[config.mk]
export PLATFORM = sky130hd
export DESIGN_NAME = adc_result_monitor
export DESIGN_NICKNAME = d
export VERILOG_FILES = /design/src/rtl/adc_mon_pkg.sv /design/src/rtl/adc_mon_latch.sv /design/src/rtl/adc_mon_thresh.sv /design/src/rtl/adc_mon_accum.sv /design/src/rtl/adc_result_monitor.sv
export SDC_FILE = /design/constraint.sdc
export NUM_CORES = 1
export LEC_CHECK = 0
export BUFFER_PORTS_ARGS = -buffer_cell sky130_fd_sc_hd__buf_4
export CAP_MARGIN = 5
export CORE_ASPECT_RATIO = 2
export CORE_UTILIZATION = 66
export DETAILED_ROUTE_END_ITERATION = 12
export GPL_TIMING_DRIVEN = 0
export PLACE_DENSITY_LB_ADDON = 0.08
export SKIP_LAST_GASP = 1
export SYNTH_ARGS = -nofsm -noshare
export SYNTH_HDL_FRONTEND = slang
export SYNTH_SLANG_ARGS = --single-unit
[constraint.sdc]
create_clock -name clk -period 14.3 [get_ports clk]
set_input_delay 0.715 -clock clk [delete_from_list [all_inputs] [get_ports clk]]
set_output_delay 0.715 -clock clk [all_outputs]
set_load 0.01 [all_outputs]
[src/rtl/adc_mon_pkg.sv]
package adc_mon_pkg;

   localparam int ADDR_W = 3;

   typedef enum logic [ADDR_W-1:0] {
      WA_CTRL      = 3'd0,
      WA_RCNT_TGT  = 3'd1,
      WA_THRESH    = 3'd2,
      WA_EXC_LIMIT = 3'd3,
      WA_ACC_TH    = 3'd4,
      WA_ACC_CLR   = 3'd5,
      WA_FLAG_CLR  = 3'd6
   } wr_addr_e;

   typedef enum logic [ADDR_W-1:0] {
      RA_DATA   = 3'd0,
      RA_STATUS = 3'd1,
      RA_ACC    = 3'd2,
      RA_EXC    = 3'd3,
      RA_RCNT   = 3'd4
   } rd_addr_e;

   // control register fields
   localparam int CTL_TWOS    = 0;
   localparam int CTL_CNT_EN  = 1;
   localparam int CTL_EXC_RST = 2;
   localparam int CTL_MASK_LO = 3;
   localparam int CTL_W       = 6;

   // status bit positions (also used by the flag-clear write)
   localparam int ST_READY = 0;
   localparam int ST_CONV  = 1;
   localparam int ST_EXC   = 2;
   localparam int ST_ACC   = 3;

   typedef struct packed {
      logic acc;
      logic exc;
      logic conv;
   } irq_vec_t;

endpackage

[src/rtl/adc_mon_latch.sv]
module adc_mon_latch #(
   parameter int DATA_W = 24,
   parameter int RCNT_W = 16
) (
   input  logic              clk,
   input  logic              rst_n,
   input  logic              res_valid,
   input  logic [DATA_W-1:0] res_data,
   input  logic              rd_hit,
   input  logic              cnt_en,
   input  logic [RCNT_W-1:0] cnt_tgt,
   input  logic              cnt_clr,
   output logic [DATA_W-1:0] data_q,
   output logic              ready_q,
   output logic              conv_flag_q,
   output logic [RCNT_W-1:0] rcnt_q
);

   logic [RCNT_W-1:0] rcnt_inc;
   logic              cnt_match;
   logic              conv_hit;
   logic              take;

   assign rcnt_inc  = rcnt_q + 1'b1;
   assign cnt_match = (rcnt_inc == cnt_tgt);
   assign conv_hit  = res_valid && (!cnt_en || cnt_match);
   assign take      = res_valid && (!ready_q || rd_hit);

   always_ff @(posedge clk or negedge rst_n) begin
      if (!rst_n) begin
         data_q  <= '0;
         ready_q <= 1'b0;
      end else if (take) begin
         data_q  <= res_data;
         ready_q <= 1'b1;
      end else if (rd_hit) begin
         ready_q <= 1'b0;
      end
   end

   always_ff @(posedge clk or negedge rst_n) begin
      if (!rst_n) begin
         rcnt_q <= '0;
      end else if (cnt_clr) begin
         rcnt_q <= '0;
      end else if (res_valid && cnt_en) begin
         rcnt_q <= cnt_match ? '0 : rcnt_inc;
      end
   end

   always_ff @(posedge clk or negedge rst_n) begin
      if (!rst_n) begin
         conv_flag_q <= 1'b0;
      end else if (conv_hit) begin
         conv_flag_q <= 1'b1;
      end else if (rd_hit) begin
         conv_flag_q <= 1'b0;
      end
   end

endmodule

[src/rtl/adc_mon_thresh.sv]
module adc_mon_thresh #(
   parameter int DATA_W = 24,
   parameter int TH_W   = 16,
   parameter int EXC_W  = 16
) (
   input  logic              clk,
   input  logic              rst_n,
   input  logic              res_valid,
   input  logic [DATA_W-1:0] res_data,
   input  logic              twos,
   input  logic              rst_mode,
   input  logic [TH_W-1:0]   thresh,
   input  logic [EXC_W-1:0]  limit,
   input  logic              cnt_clr,
   input  logic              flag_clr,
   output logic [DATA_W-1:0] mag,
   output logic [EXC_W-1:0]  exc_cnt_q,
   output logic              exc_flag_q
);

   localparam logic [DATA_W-1:0] NEG_MIN = {1'b1, {(DATA_W-1){1'b0}}};
   localparam logic [DATA_W-1:0] POS_MAX = {1'b0, {(DATA_W-1){1'b1}}};

   logic [TH_W-1:0]  th_eff;
   logic             above;
   logic [EXC_W-1:0] cnt_next;

   always_comb begin
      if (twos && res_data[DATA_W-1]) begin
         mag = (res_data == NEG_MIN) ? POS_MAX : (~res_data + 1'b1);
      end else begin
         mag = res_data;
      end
   end

   // top threshold bit is ignored in two's-complement mode
   assign th_eff = twos ? {1'b0, thresh[TH_W-2:0]} : thresh;
   assign above  = (mag[DATA_W-1 -: TH_W] >= th_eff);

   always_comb begin
      if (above) begin
         cnt_next = (exc_cnt_q == '1) ? exc_cnt_q : exc_cnt_q + 1'b1;
      end else if (rst_mode) begin
         cnt_next = '0;
      end else begin
         cnt_next = (exc_cnt_q == '0) ? '0 : exc_cnt_q - 1'b1;
      end
   end

   always_ff @(posedge clk or negedge rst_n) begin
      if (!rst_n) begin
         exc_cnt_q <= '0;
      end else if (cnt_clr) begin
         exc_cnt_q <= '0;
      end else if (res_valid) begin
         exc_cnt_q <= cnt_next;
      end
   end

   always_ff @(posedge clk or negedge rst_n) begin
      if (!rst_n) begin
         exc_flag_q <= 1'b0;
      end else if (res_valid && !cnt_clr && above && (cnt_next >= limit)) begin
         exc_flag_q <= 1'b1;
      end else if (flag_clr) begin
         exc_flag_q <= 1'b0;
      end
   end

endmodule

[src/rtl/adc_mon_accum.sv]
module adc_mon_accum #(
   parameter int DATA_W  = 24,
   parameter int ACC_W   = 32,
   parameter bit ACC_SAT = 1'b1
) (
   input  logic              clk,
   input  logic              rst_n,
   input  logic              res_valid,
   input  logic [DATA_W-1:0] mag,
   input  logic              acc_clr,
   input  logic [ACC_W-1:0]  acc_th,
   input  logic              flag_clr,
   output logic [ACC_W-1:0]  acc_q,
   output logic              acc_flag_q
);

   logic [ACC_W-1:0] acc_next;

   generate
      if (ACC_SAT) begin : g_sat
         logic [ACC_W:0] sum_w;
         assign sum_w    = {1'b0, acc_q} + {1'b0, ACC_W'(mag)};
         assign acc_next = sum_w[ACC_W] ? '1 : sum_w[ACC_W-1:0];
      end else begin : g_wrap
         assign acc_next = acc_q + ACC_W'(mag);
      end
   endgenerate

   always_ff @(posedge clk or negedge rst_n) begin
      if (!rst_n) begin
         acc_q <= '0;
      end else if (acc_clr) begin
         acc_q <= '0;
      end else if (res_valid) begin
         acc_q <= acc_next;
      end
   end

   always_ff @(posedge clk or negedge rst_n) begin
      if (!rst_n) begin
         acc_flag_q <= 1'b0;
      end else if (res_valid && !acc_clr && (acc_next >= acc_th)) begin
         acc_flag_q <= 1'b1;
      end else if (flag_clr) begin
         acc_flag_q <= 1'b0;
      end
   end

endmodule

[src/rtl/adc_result_monitor.sv]
module adc_result_monitor
   import adc_mon_pkg::*;
#(
   parameter int DATA_W  = 24,
   parameter int TH_W    = 16,
   parameter int RCNT_W  = 16,
   parameter int EXC_W   = 16,
   parameter int ACC_W   = 32,
   parameter bit ACC_SAT = 1'b1,
   parameter int BUS_W   = 32
) (
   input  logic              clk,
   input  logic              rst_n,
   input  logic              res_valid,
   input  logic [DATA_W-1:0] res_data,
   input  logic              cfg_we,
   input  logic [ADDR_W-1:0] cfg_addr,
   input  logic [BUS_W-1:0]  cfg_wdata,
   input  logic              rd_en,
   input  logic [ADDR_W-1:0] rd_addr,
   output logic [BUS_W-1:0]  rd_data,
   output logic              irq
);

   generate
      if (TH_W < 2 || TH_W > DATA_W) begin : g_bad_th
         $error("TH_W must lie between 2 and DATA_W");
      end
      if (ACC_W < DATA_W) begin : g_bad_acc
         $error("ACC_W must not be narrower than DATA_W");
      end
      if (DATA_W > BUS_W || ACC_W > BUS_W || RCNT_W > BUS_W || EXC_W > BUS_W) begin : g_bad_bus
         $error("a register is wider than BUS_W");
      end
   endgenerate

   logic [CTL_W-1:0]  ctrl_q;
   logic [RCNT_W-1:0] rcnt_tgt_q;
   logic [TH_W-1:0]   thresh_q;
   logic [EXC_W-1:0]  limit_q;
   logic [ACC_W-1:0]  acc_th_q;

   logic ctrl_we, acc_clr_we, flag_clr_we, rd_data_hit;
   logic [DATA_W-1:0] data_q;
   logic [DATA_W-1:0] mag;
   logic              ready_q, conv_flag, exc_flag, acc_flag;
   logic [RCNT_W-1:0] rcnt_q;
   logic [EXC_W-1:0]  exc_cnt_q;
   logic [ACC_W-1:0]  acc_q;
   irq_vec_t          flags;

   assign ctrl_we     = cfg_we && (cfg_addr == WA_CTRL);
   assign acc_clr_we  = cfg_we && (cfg_addr == WA_ACC_CLR);
   assign flag_clr_we = cfg_we && (cfg_addr == WA_FLAG_CLR);
   assign rd_data_hit = rd_en && (rd_addr == RA_DATA);

   always_ff @(posedge clk or negedge rst_n) begin
      if (!rst_n) begin
         ctrl_q     <= '0;
         rcnt_tgt_q <= '0;
         thresh_q   <= '0;
         limit_q    <= '0;
         acc_th_q   <= '0;
      end else if (cfg_we) begin
         if (cfg_addr == WA_CTRL)      ctrl_q     <= cfg_wdata[CTL_W-1:0];
         if (cfg_addr == WA_RCNT_TGT)  rcnt_tgt_q <= cfg_wdata[RCNT_W-1:0];
         if (cfg_addr == WA_THRESH)    thresh_q   <= cfg_wdata[TH_W-1:0];
         if (cfg_addr == WA_EXC_LIMIT) limit_q    <= cfg_wdata[EXC_W-1:0];
         if (cfg_addr == WA_ACC_TH)    acc_th_q   <= cfg_wdata[ACC_W-1:0];
      end
   end

   adc_mon_latch #(.DATA_W(DATA_W), .RCNT_W(RCNT_W)) u_latch (
      .clk         (clk),
      .rst_n       (rst_n),
      .res_valid   (res_valid),
      .res_data    (res_data),
      .rd_hit      (rd_data_hit),
      .cnt_en      (ctrl_q[CTL_CNT_EN]),
      .cnt_tgt     (rcnt_tgt_q),
      .cnt_clr     (ctrl_we),
      .data_q      (data_q),
      .ready_q     (ready_q),
      .conv_flag_q (conv_flag),
      .rcnt_q      (rcnt_q)
   );

   adc_mon_thresh #(.DATA_W(DATA_W), .TH_W(TH_W), .EXC_W(EXC_W)) u_thresh (
      .clk        (clk),
      .rst_n      (rst_n),
      .res_valid  (res_valid),
      .res_data   (res_data),
      .twos       (ctrl_q[CTL_TWOS]),
      .rst_mode   (ctrl_q[CTL_EXC_RST]),
      .thresh     (thresh_q),
      .limit      (limit_q),
      .cnt_clr    (ctrl_we),
      .flag_clr   (flag_clr_we && cfg_wdata[ST_EXC]),
      .mag        (mag),
      .exc_cnt_q  (exc_cnt_q),
      .exc_flag_q (exc_flag)
   );

   adc_mon_accum #(.DATA_W(DATA_W), .ACC_W(ACC_W), .ACC_SAT(ACC_SAT)) u_accum (
      .clk        (clk),
      .rst_n      (rst_n),
      .res_valid  (res_valid),
      .mag        (mag),
      .acc_clr    (acc_clr_we),
      .acc_th     (acc_th_q),
      .flag_clr   (flag_clr_we && cfg_wdata[ST_ACC]),
      .acc_q      (acc_q),
      .acc_flag_q (acc_flag)
   );

   always_comb begin
      rd_data = '0;
      case (rd_addr)
         RA_DATA: begin
            if (ctrl_q[CTL_TWOS]) rd_data = BUS_W'($signed(data_q));
            else                  rd_data = BUS_W'(data_q);
         end
         RA_STATUS: begin
            rd_data[ST_READY] = ready_q;
            rd_data[ST_CONV]  = conv_flag;
            rd_data[ST_EXC]   = exc_flag;
            rd_data[ST_ACC]   = acc_flag;
         end
         RA_ACC:  rd_data = BUS_W'(acc_q);
         RA_EXC:  rd_data = BUS_W'(exc_cnt_q);
         RA_RCNT: rd_data = BUS_W'(rcnt_q);
         default: rd_data = '0;
      endcase
   end

   assign flags = '{acc: acc_flag, exc: exc_flag, conv: conv_flag};
   assign irq   = |(flags & ctrl_q[CTL_MASK_LO +: 3]);

endmodule

==> metrics.csv, run 1 <==
metric,value,unit
yosysMostFrequentCell,dfrtp_1,
initial_utilization,67.3,%
reg2reg_from,ctrl_q[0]$_DFFE_PN0P_,
cts_buffers,17,
clk_pin_slew,0.07,ns
grt_max_degree,111,
nFillCells,1437,
viasPerCell,6.59,
rsz0062_at_grt,no,
finalNonFillerCells,1854,
ys_warn_count,0,
wl_per_cell,23.4,um
async_flop_share,100,%
cts_tree,yes,
rr_endpoint,u_accum.acc_flag_q$_DFFE_PN0P_,
ir_drop,161,uV
slowest_stage,a2111oi_0,
h-tree-depth,4,
fin_skew,0.0124,ns
syn_area,12600,um2
slowest_delay,0.84,ns
drive_above_1_share,14.3,%
multi_input_area,7460,um2
cp-endpoint,u_accum.acc_flag_q$_DFFE_PN0P_,
crit_buf_inv,6,
cts_root_buf,clkbuf_16,
setup_tns,0,ns
syn-num-nets,1630,
synth.cells.most_frequent,"178 x dfrtp_1, 167 x nand2_1, 132 x o21ai_0, 103 x nor2_1, 93 x ha_1",
cp_num_cells,32,
ys_seq_area_share,35.3,%
crit_family,compound AO/OA/AOI/OAI gates,
worstSkewPairLatency,0.47,ns
worst_slew_pin_slew,1.18,ns
cp-start-kind,input port,
worstRegToRegCells,26,
drc,0,
slew_headroom,21.2,%
crit_path_end_kind,flop,
cp.arrival,9.13,ns
ctsResizeCount,0,
area_growth,13.2,%
core.rowCount,71,
p_leak,6.67,nW
grt_pass1_wl,65000,um
cap_viol_max_count,0,
antenna_found_initial,1,
grt_usage,45.3,%
power_density,186,nW/um2
layout.nets,1748,
area.sequential,4450,um2
wl,43300,um
drtPass1Iterations,5,
post_cts_buffers,0,
globalRouteOverflowTotal,0,
antenna_left,0,
place_inst,1822,
io_buffers,96,
fin_crit,8.82,ns
clock_path_buffers,2,
synth-edff-count,0,
yosys.area.top_type,dfrtp_1,
dpl.hpwl,33000,um
synth.distinct_cells,69,
drt_first_iter_violations,813,
gp_congestion,1.00,
required,14.61,ns
startpoint,res_data[0],
die_h,198,um
slew_viol_final,0,
period_share,61.7,%
first_global_vias,12021,
holdWs,0.206,ns
n_antenna_cell,0,
synth_area_leaders,"dfrtp_1 35%, ha_1 9.2%, mux2_2 5.5%",
coreArea,18700,um2
path_class,in -> reg,
yosys_register_bits,178,
hold_path_class,in -> async,
yosys_most_used_dff,dfrtp_1,
crit_fanout,10,
fp.dieArea,19700,um2
yosysTopAreaCellShare,35.3,%
finalSetupViolCount,0,
hold_violations,0,
avgSynthCellArea,8.59,um2
status,"finished, final reports clean",
cts_hold_buf,0,
dieWidth,99.8,um
ff2ff_setup_slack,6.64,ns
via_count,12225,
io_pins,100,
fmax,113,MHz
synthCells,1469,
cts.sinks,178,
## placed cells by master (no fill, tap or decap), types with 7 or more instances in the layout
cell         n
nor2_1     103
and4_1       9
or3_1       11
buf_4       95
mux2_2      62
nand4_1     20
dfrtp_1    178
a31oi_1     37
nor3_1      26
mux2i_1     12
xnor2_1     28
inv_1       86
xor2_1      31
nor4_1      11
a211oi_1    10
o21ai_0    132
o22ai_1      7
clkbuf_16   17
and3_1      17
a311oi_1    14
ha_1        93
a22o_1      21
clkbuf_1    76
a21oi_1     86
a21o_1      39
nand2_1    167
nand2b_1    27
o21a_1       9
buf_2       18
a221o_1     15
nand3_1     35
## how the worst min path moves through the flow
stage               slack [ns]                      end  depth (start not counted)                  start
CTS                       0.22   limit_q[0]$_DFFE_PN0P_                          1                  rst_n
finish                    0.21  acc_th_q[6]$_DFFE_PN0P_                          1                  rst_n
global placement          0.46    ctrl_q[3]$_DFFE_PN0P_                          2  ctrl_q[3]$_DFFE_PN0P_
floorplan                 0.42  acc_th_q[0]$_DFFE_PN0P_                          0                  rst_n
global route              0.25   limit_q[7]$_DFFE_PN0P_                          1                  rst_n
detailed placement        0.47    ctrl_q[3]$_DFFE_PN0P_                          2  ctrl_q[3]$_DFFE_PN0P_
## sequential cells by signal, summed over array words and instances, names as in the netlist
signal	cells
u_latch.conv_flag_q	1
acc_th_q	32
u_latch.ready_q	1
u_latch.data_q	24
u_latch.rcnt_q	16
u_thresh.exc_flag_q	1
u_accum.acc_q	32
u_accum.acc_flag_q	1
thresh_q	16
limit_q	16
u_thresh.exc_cnt_q	16
rcnt_tgt_q	16
ctrl_q	6
## power breakdown
part | switching, W | internal (W)
Sequential | 0.000129 | 0.000640
Combinational | 0.000849 | 0.000561
Clock | 0.000214 | 0.000262
Total | 0.00119 | 0.00146
## worst reg2reg max path, stage by stage, from the launching register on
cell and delay [ns]:
dfrtp_1 0.51, and2_1 0.17, clkbuf_1 0.28, clkbuf_1 0.49, a21oi_1 0.17, a31oi_1 0.60
ha_1 0.36, clkbuf_1 0.18, a21oi_1 0.22, o21a_1 0.18, o2111ai_1 0.10, o21ai_1 0.25
o21ai_1 0.18, a221o_1 0.52, nand2b_1 0.19, buf_2 0.24, buf_2 0.32, o21ai_0 0.16
ha_1 0.33, a21o_1 0.16, a21o_1 0.18, a21oi_1 0.17, nor2_1 0.07, a2111oi_0 0.39
nor2_1 0.12, a2111oi_0 0.84, o21ai_0 0.16
## per-stage QoR
stage | worst slack (ns) | power (W) | cell area (um2) | util, %
after floorplan | 7.76 | 0.00169 | 12600 | -
after global placement | 5.63 | 0.00208 | 13700 | 72.9
after detailed placement | 5.43 | 0.00213 | 13700 | 73.1
after CTS | 5.88 | 0.00262 | 14300 | 76.2
after global routing | 5.04 | 0.00281 | 14300 | 76.2
final | 5.48 | 0.00265 | 14300 | 76.2
## kinds of logic after synthesis
logic type | count (synthesis) | synth area share, %
AOI/OAI and AO/OA | 414 | 20.9
xor gates and xnor gates | 59 | 4.10
adders and majority gates | 94 | 9.38
buffers and inverters | 182 | 5.65
DFF | 178 | 35.3
muxes | 75 | 6.66
and+or+nand+nor | 467 | 18.0
## layer usage
metal  wire, um  vias to the layer above  GRT usage [%]
met4       5520                        2           48.1
met2      21500                      621           77.7
met3       2870                      288           10.8
met1      13500                     5814           41.3
li1           -                     5500              -
met5         11                        -              0
## area by class of cell
class	instances	area share, %
sequential	178	31.2
clock inverter	12	0.928
multi-input combinational	1109	52.2
tap	255	2.23
buffer	96	2.73
timing repair buffer	99	5.38
inverter	86	2.26
clock buffer	19	3.10
(Power assumes the default switching activity.)
==> inputs of run 2 (changes only) <==
--- a/config.mk
+++ b/config.mk
@@ -8,7 +8,7 @@
 export BUFFER_PORTS_ARGS = -buffer_cell sky130_fd_sc_hd__buf_4
 export CAP_MARGIN = 5
 export CORE_ASPECT_RATIO = 2
-export CORE_UTILIZATION = 66
+export CORE_UTILIZATION = 62
 export DETAILED_ROUTE_END_ITERATION = 12
 export GPL_TIMING_DRIVEN = 0
 export PLACE_DENSITY_LB_ADDON = 0.08
==> constraint.sdc (replaced) <==
create_clock -name clk -period 9.2 [get_ports clk]
set_input_delay 0.46 -clock clk [delete_from_list [all_inputs] [get_ports clk]]
set_output_delay 0.46 -clock clk [all_outputs]
set_load 0.01 [all_outputs]
==> run 2 against run 1 <==
Compared with the run above:
- die area is 6.4% higher
- sequential power is 53% higher
- highest routed layer is now met4
- largest power group unchanged
- utilization is 4.3 points lower
- non-clock buffer count is 2 lower
- sequential cell count stayed put
- largest cell class unchanged
- clock power is 63% higher
- critical endpoint unchanged
==> metrics.csv, run 2 (synthesis gave the netlist of run 1 again) <==
metric,value,unit,change
cts_root_buf,clkbuf_16,,
netSwitchingPower,0.00183,W,+54%
wl,42800,um,-1.1%
finalSetupViolCount,0,,unchanged
first_global_vias,11711,,-2.6%
top_regs,"acc_th_q: 32 flops, u_accum.acc_q: 32 flops, u_latch.data_q: 24 flops",,
slowest_stage,a31oi_1,,
slew_headroom,15.1,%,-6.1 points
gp_congestion,0.997,,-0.73%
power_density,289,nW/um2,+56%
fin_skew,0.0104,ns,-0.00197 ns
rsz0062_at_grt,no,,
required,9.51,ns,-5.10 ns
crit_path_end_kind,flop,,
core.rowCount,73,,+2.8%
final_cell_mix,"178 x dfrtp_1, 167 x nand2_1, 132 x o21ai_0",,
power_frac_comb,52.9,%,-0.2 points
drive_above_1_share,14.3,%,-0.045 points
area_growth,13.6,%,
crit_fanout,10,,unchanged
grt_max_degree,91,,-18%
layout.nets,1746,,-0.11%
grt_pass1_wl,64100,um,-1.5%
antenna_left,0,,unchanged
dpl.hpwl,33000,um,about the same
antenna_found_initial,0,,-1
worstRegToRegCells,26,,unchanged
globalRouteOverflowTotal,0,,unchanged
setup_tns,0,ns,unchanged
slew_viol_final,0,,unchanged
clk_pin_slew,0.07,ns,about the same
n_antenna_cell,0,,unchanged
drc,0,,unchanged
ff2ff_setup_slack,1.72,ns,-4.92 ns
drt_first_iter_violations,749,,-7.9%
cts_buffers,17,,unchanged
via_count,11890,,-2.7%
layout_commonest_cell,dfrtp_1,,
holdWs,0.00945,ns,-0.197 ns
ir_drop,252,uV,+56%
fp.dieArea,21000,um2,+6.4%
hold_violations,0,,unchanged
drtPass1Iterations,6,,+1
hold_path_class,in -> async,,
io_buffers,96,,unchanged
nFillCells,1658,,+15%
area.sequential,4450,um2,unchanged
viasPerCell,6.40,,-3.0%
utilization,72.0,%,-4.3 points
cp.arrival,8.73,ns,-0.40 ns
crit_family,compound AO/OA/AOI/OAI gates,,
wl_per_cell,23.0,um,-1.4%
path_class,in -> reg,,
p_leak,6.67,nW,about the same
period_share,91.5,%,
cap_viol_max_count,0,,unchanged
crit_buf_inv,5,,-1
cts_tree,yes,,
status,"finished, final reports clean",,
rr_endpoint,u_accum.acc_flag_q$_DFFE_PN0P_,,
post_cts_buffers,0,,unchanged
worstSkewPairLatency,0.46,ns,about the same
reg2reg_from,ctrl_q[0]$_DFFE_PN0P_,,
slowest_delay,0.77,ns,-0.07 ns
clock_path_buffers,2,,unchanged
fin_crit,8.42,ns,
p_clk_share,18.7,%,+0.8 points
worst_slew_pin_slew,1.27,ns,+0.0866 ns
io_pins,100,,unchanged
cts.sinks,178,,unchanged
ctsResizeCount,0,,unchanged
fmax,119,MHz,
sw_frac_of_total,44.2,%,-0.70 points
grt_usage,42.4,%,-2.9 points
dieWidth,103,um,+3.1%
cts_hold_buf,0,,unchanged
cp-start-kind,input port,,
die_h,204,um,+3.1%
coreArea,19900,um2,+6.2%
h-tree-depth,4,,unchanged
initial_utilization,63.4,%,-3.9 points
internal-power,0.00231,W,+58%
seqPwrFrac,28.4,%,-0.6 points
multi_input_area,7460,um2,about the same
-- run 2: power by group through the flow --
stage                     Sequential (W)  Clock [W]  Combinational [W]
after global routing             0.00120   0.000801            0.00241
after floorplan                  0.00111          0            0.00152
final                            0.00118   0.000775            0.00219
after global placement           0.00118          0            0.00207
after detailed placement         0.00119          0            0.00213
after CTS                        0.00117   0.000775            0.00215
-- run 2: final cells by class --
cell class	count	area share, %
multi-input combinational	1109	52.1
sequential	178	31.1
timing repair buffer	97	5.27
clock buffer	21	3.28
buffer	96	2.72
tap	262	2.29
inverter	86	2.25
clock inverter	10	1.02
-- run 2: how the worst max path moves through the flow --
stage                      from                              to  slack (ns)  cells past startpoint
floorplan           res_data[0]  u_accum.acc_flag_q$_DFFE_PN0P_        2.91                     33
global placement    res_data[0]  u_accum.acc_flag_q$_DFFE_PN0P_        0.68                     34
detailed placement  res_data[0]  u_accum.acc_flag_q$_DFFE_PN0P_        0.58                     34
CTS                 res_data[0]  u_accum.acc_flag_q$_DFFE_PN0P_        1.01                     34
global route        res_data[0]  u_accum.acc_flag_q$_DFFE_PN0P_        0.28                     34
finish              res_data[0]  u_accum.acc_flag_q$_DFFE_PN0P_        0.78                     31
-- run 2: worst register-to-register path, stage by stage (launching register included) --
cell       delay [ns]
dfrtp_1          0.52
and2_1           0.18
clkbuf_1         0.30
clkbuf_1         0.49
a21oi_1          0.12
a31oi_1          0.60
ha_1             0.36
clkbuf_1         0.19
nand2_1          0.10
o21a_1           0.14
o2111ai_1        0.09
o21ai_1          0.26
o21ai_1          0.19
a221o_1          0.53
nand2b_1         0.22
buf_2            0.24
buf_2            0.32
o21ai_0          0.17
ha_1             0.32
a21o_1           0.16
a21o_1           0.17
a21oi_1          0.15
nor2_1           0.06
a2111oi_0        0.51
nor2_1           0.11
a2111oi_0        0.70
o21ai_0          0.15
-- run 2: metal layers --
metal | GRT usage (%) | vias to the layer above | routed length [um]
met1 | 40.8 | 5670 | 14000
li1 | - | 5497 | -
met3 | 7.85 | 206 | 2550
met2 | 71.4 | 517 | 21300
met5 | 0 | - | 0
met4 | 43.7 | 0 | 5020
-- run 2: stage by stage --
step                      setup WS [ns]  cells  power (W)  instance area [um2]
after floorplan                    2.91   1469    0.00263                12600
after global placement            0.676   1827    0.00325                13700
after detailed placement          0.576   1828    0.00332                13700
after CTS                          1.01   1859    0.00410                14300
after global routing              0.285   1859    0.00441                14300
final                             0.778   1859    0.00415                14300
==> inputs of run 3 (changes only) <==
--- a/config.mk
+++ b/config.mk
@@ -8,7 +8,7 @@
 export BUFFER_PORTS_ARGS = -buffer_cell sky130_fd_sc_hd__buf_4
 export CAP_MARGIN = 5
 export CORE_ASPECT_RATIO = 2
-export CORE_UTILIZATION = 62
+export CORE_UTILIZATION = 30
 export DETAILED_ROUTE_END_ITERATION = 12
 export GPL_TIMING_DRIVEN = 0
 export PLACE_DENSITY_LB_ADDON = 0.08
==> run 3 against run 2 <==
Compared with the run above:
- die area is 100% higher
- first-iteration DRC count shrank 15%
- sequential share of layout area shrank 0.72 points
- critical path type unchanged
- sequential cell count unchanged
- total power rose by 2.1%
- wire length up 22%
- setup slack lost 0.070 ns
- cell count up 15%
- the run now ends with hold timing left
==> metrics.csv, run 3 (synthesis gave the netlist of run 1 again) <==
metric,value,unit,change
status,finished with violations,,
violations,hold timing,,
drc,0,,unchanged
top_regs,"acc_th_q: 32 flops, u_accum.acc_q: 32 flops, u_latch.data_q: 24 flops",,
clk_pin_slew,0.07,ns,about the same
drt_first_iter_violations,639,,-15%
initial_utilization,30.3,%,-33 points
setup_tns,0,ns,unchanged
clock_path_buffers,2,,unchanged
final_cell_mix,"178 x dfrtp_1, 167 x nand2_1, 132 x o21ai_0",,
fin_crit,8.49,ns,+0.0702 ns
wl_met1,17100,um,+23%
post_cts_buffers,0,,unchanged
antenna_found_initial,1,,+1
dpl.hpwl,41600,um,+26%
grt_max_degree,101,,+11%
dr_wl_met2,30600,um,+44%
slowest_delay,0.67,ns,-0.10 ns
fp.dieArea,42900,um2,+100%
cts_tree,yes,,
holdWs,-0.0403,ns,-0.0498 ns
gp_congestion,0.930,,-6.7%
coreArea,41600,um2,+110%
hold_path_class,in -> async,,
cts_buffers,17,,unchanged
n_antenna_cell,0,,unchanged
place_ws,0.0796,ns,-0.497 ns
crit_fanout,10,,unchanged
rsz0062_at_grt,no,,
grt_usage,25.1,%,-17 points
period_share,92.3,%,+0.76 points
drtPass1Iterations,5,,-1
setup_ws,0.708,ns,-0.0702 ns
p_leak,6.67,nW,about the same
antenna_left,0,,unchanged
core.rowCount,106,,+45%
wl_met3,1200,um,-53%
crit_path_end_kind,flop,,
slew_viol_final,0,,unchanged
slew_headroom,31.8,%,+17 points
fin_skew,0.00851,ns,-0.00188 ns
worst_slew_pin_slew,1.01,ns,-0.254 ns
startpoint,res_data[0],,
cts_root_buf,clkbuf_16,,
via_count,11624,,-2.2%
io_pins,100,,unchanged
cp-start-kind,input port,,
ir_drop,160,uV,-36%
wl_per_cell,24.4,um,+5.9%
cts.sinks,178,,unchanged
ff2ff_setup_slack,1.53,ns,-0.19 ns
cp.arrival,8.81,ns,+0.08 ns
rr_endpoint,u_accum.acc_flag_q$_DFFE_PN0P_,,
highest_layer,met4,,
h-tree-depth,4,,unchanged
required,9.52,ns,about the same
drive_above_1_share,14.4,%,+0.17 points
hold_violations,9,,+9
area_growth,16.2,%,
io_buffers,96,,unchanged
path_class,in -> reg,,
dieWidth,147,um,+43%
grt_pass1_wl,76800,um,+20%
layout_commonest_cell,dfrtp_1,,
cap_viol_max_count,0,,unchanged
layout.nets,1748,,+0.11%
worstSkewPairLatency,0.47,ns,about the same
fmax,118,MHz,-0.83%
viasPerCell,5.43,,-15%
globalRouteOverflowTotal,0,,unchanged
power_density,289,nW/um2,-0.29%
slowest_stage,a2111oi_1,,
first_global_vias,11704,,-0.060%
finalSetupViolCount,0,,unchanged
worstRegToRegCells,26,,unchanged
wl,52200,um,+22%
reg2reg_from,ctrl_q[0]$_DFFE_PN0P_,,
die_h,292,um,+43%
## run 3: cell types whose count changed in the layout (fill, tap and decap cells not counted)
cell,delta
inv_6,+1
a211oi_1,-1
buf_6,+1
buf_2,+1
a2111oi_0,-1
clkbuf_8,-1
a2111oi_1,+1
a211oi_2,+1
bufinv_16,-1
clkinv_2,+2
clkinvlp_4,-1
## run 3: routing by layer
metal  up-vias  GRT usage (%)
met2       285           51.1
met3       115           2.52
met5         -              0
li1       5496              -
met1      5728           23.1
met4         0           15.3
## run 3: worst max path at each step
stage / endpoint / slack [ns] / depth (start not counted)
after floorplan: u_accum.acc_flag_q$_DFFE_PN0P_ / 2.91 / 33
after global placement: u_accum.acc_flag_q$_DFFE_PN0P_ / 0.06 / 34
after detailed placement: u_accum.acc_flag_q$_DFFE_PN0P_ / 0.08 / 34
after CTS: u_accum.acc_flag_q$_DFFE_PN0P_ / 0.55 / 34
after global routing: u_accum.acc_flag_q$_DFFE_PN0P_ / 0.20 / 32
final: u_accum.acc_flag_q$_DFFE_PN0P_ / 0.71 / 34
## run 3: layout make-up
class                   instances  area, um2
plain buffers                  96        390
clock buffers                  20        457
clock inverters                11        128
fillers                      4437      27000
inverters                      86        323
multi-input cells            1109       7470
flip-flops and latches        178       4450
well taps                     540        676
repair buffers                 99        772
## run 3: worst max-delay path: cells and delay by family
family                     cells  cell delay [ns]
and+or+nand+nor               10             2.15
adders and majority gates      4             1.19
buffers and inverters          7             1.13
AOI/OAI and AO/OA             13             3.85
## run 3: stage by stage
| step | total power, W | utilization [%] | instance area [um2] | hold slack [ns] | cells |
|---|---|---|---|---|---|
| after global placement | 0.00343 | 33.7 | 14000 | 0.457 | 2105 |
| final | 0.00423 | 35.2 | 14700 | -0.0403 | 2139 |
| after global routing | 0.00454 | 35.2 | 14700 | 0.0107 | 2139 |
| after CTS | 0.00426 | 35.2 | 14700 | 0.00939 | 2139 |
| after detailed placement | 0.00346 | 33.8 | 14100 | 0.468 | 2108 |
| after floorplan | 0.00263 | - | 12600 | 0.164 | 1469 |
## run 3: report_power, final
| group | switching (W) | internal [W] | total (W) |
|---|---|---|---|
| Sequential | 0.000209 | 0.000994 | 0.00120 |
| Clock | 0.000363 | 0.000417 | 0.000780 |
| Combinational | 0.00138 | 0.000868 | 0.00225 |
## run 3: timing repair
action | 4_1_cts | 5_1_grt
setup endpoints to repair | 0 | 1
hold buffers | 0 | 0
resized for setup | 0 | 1
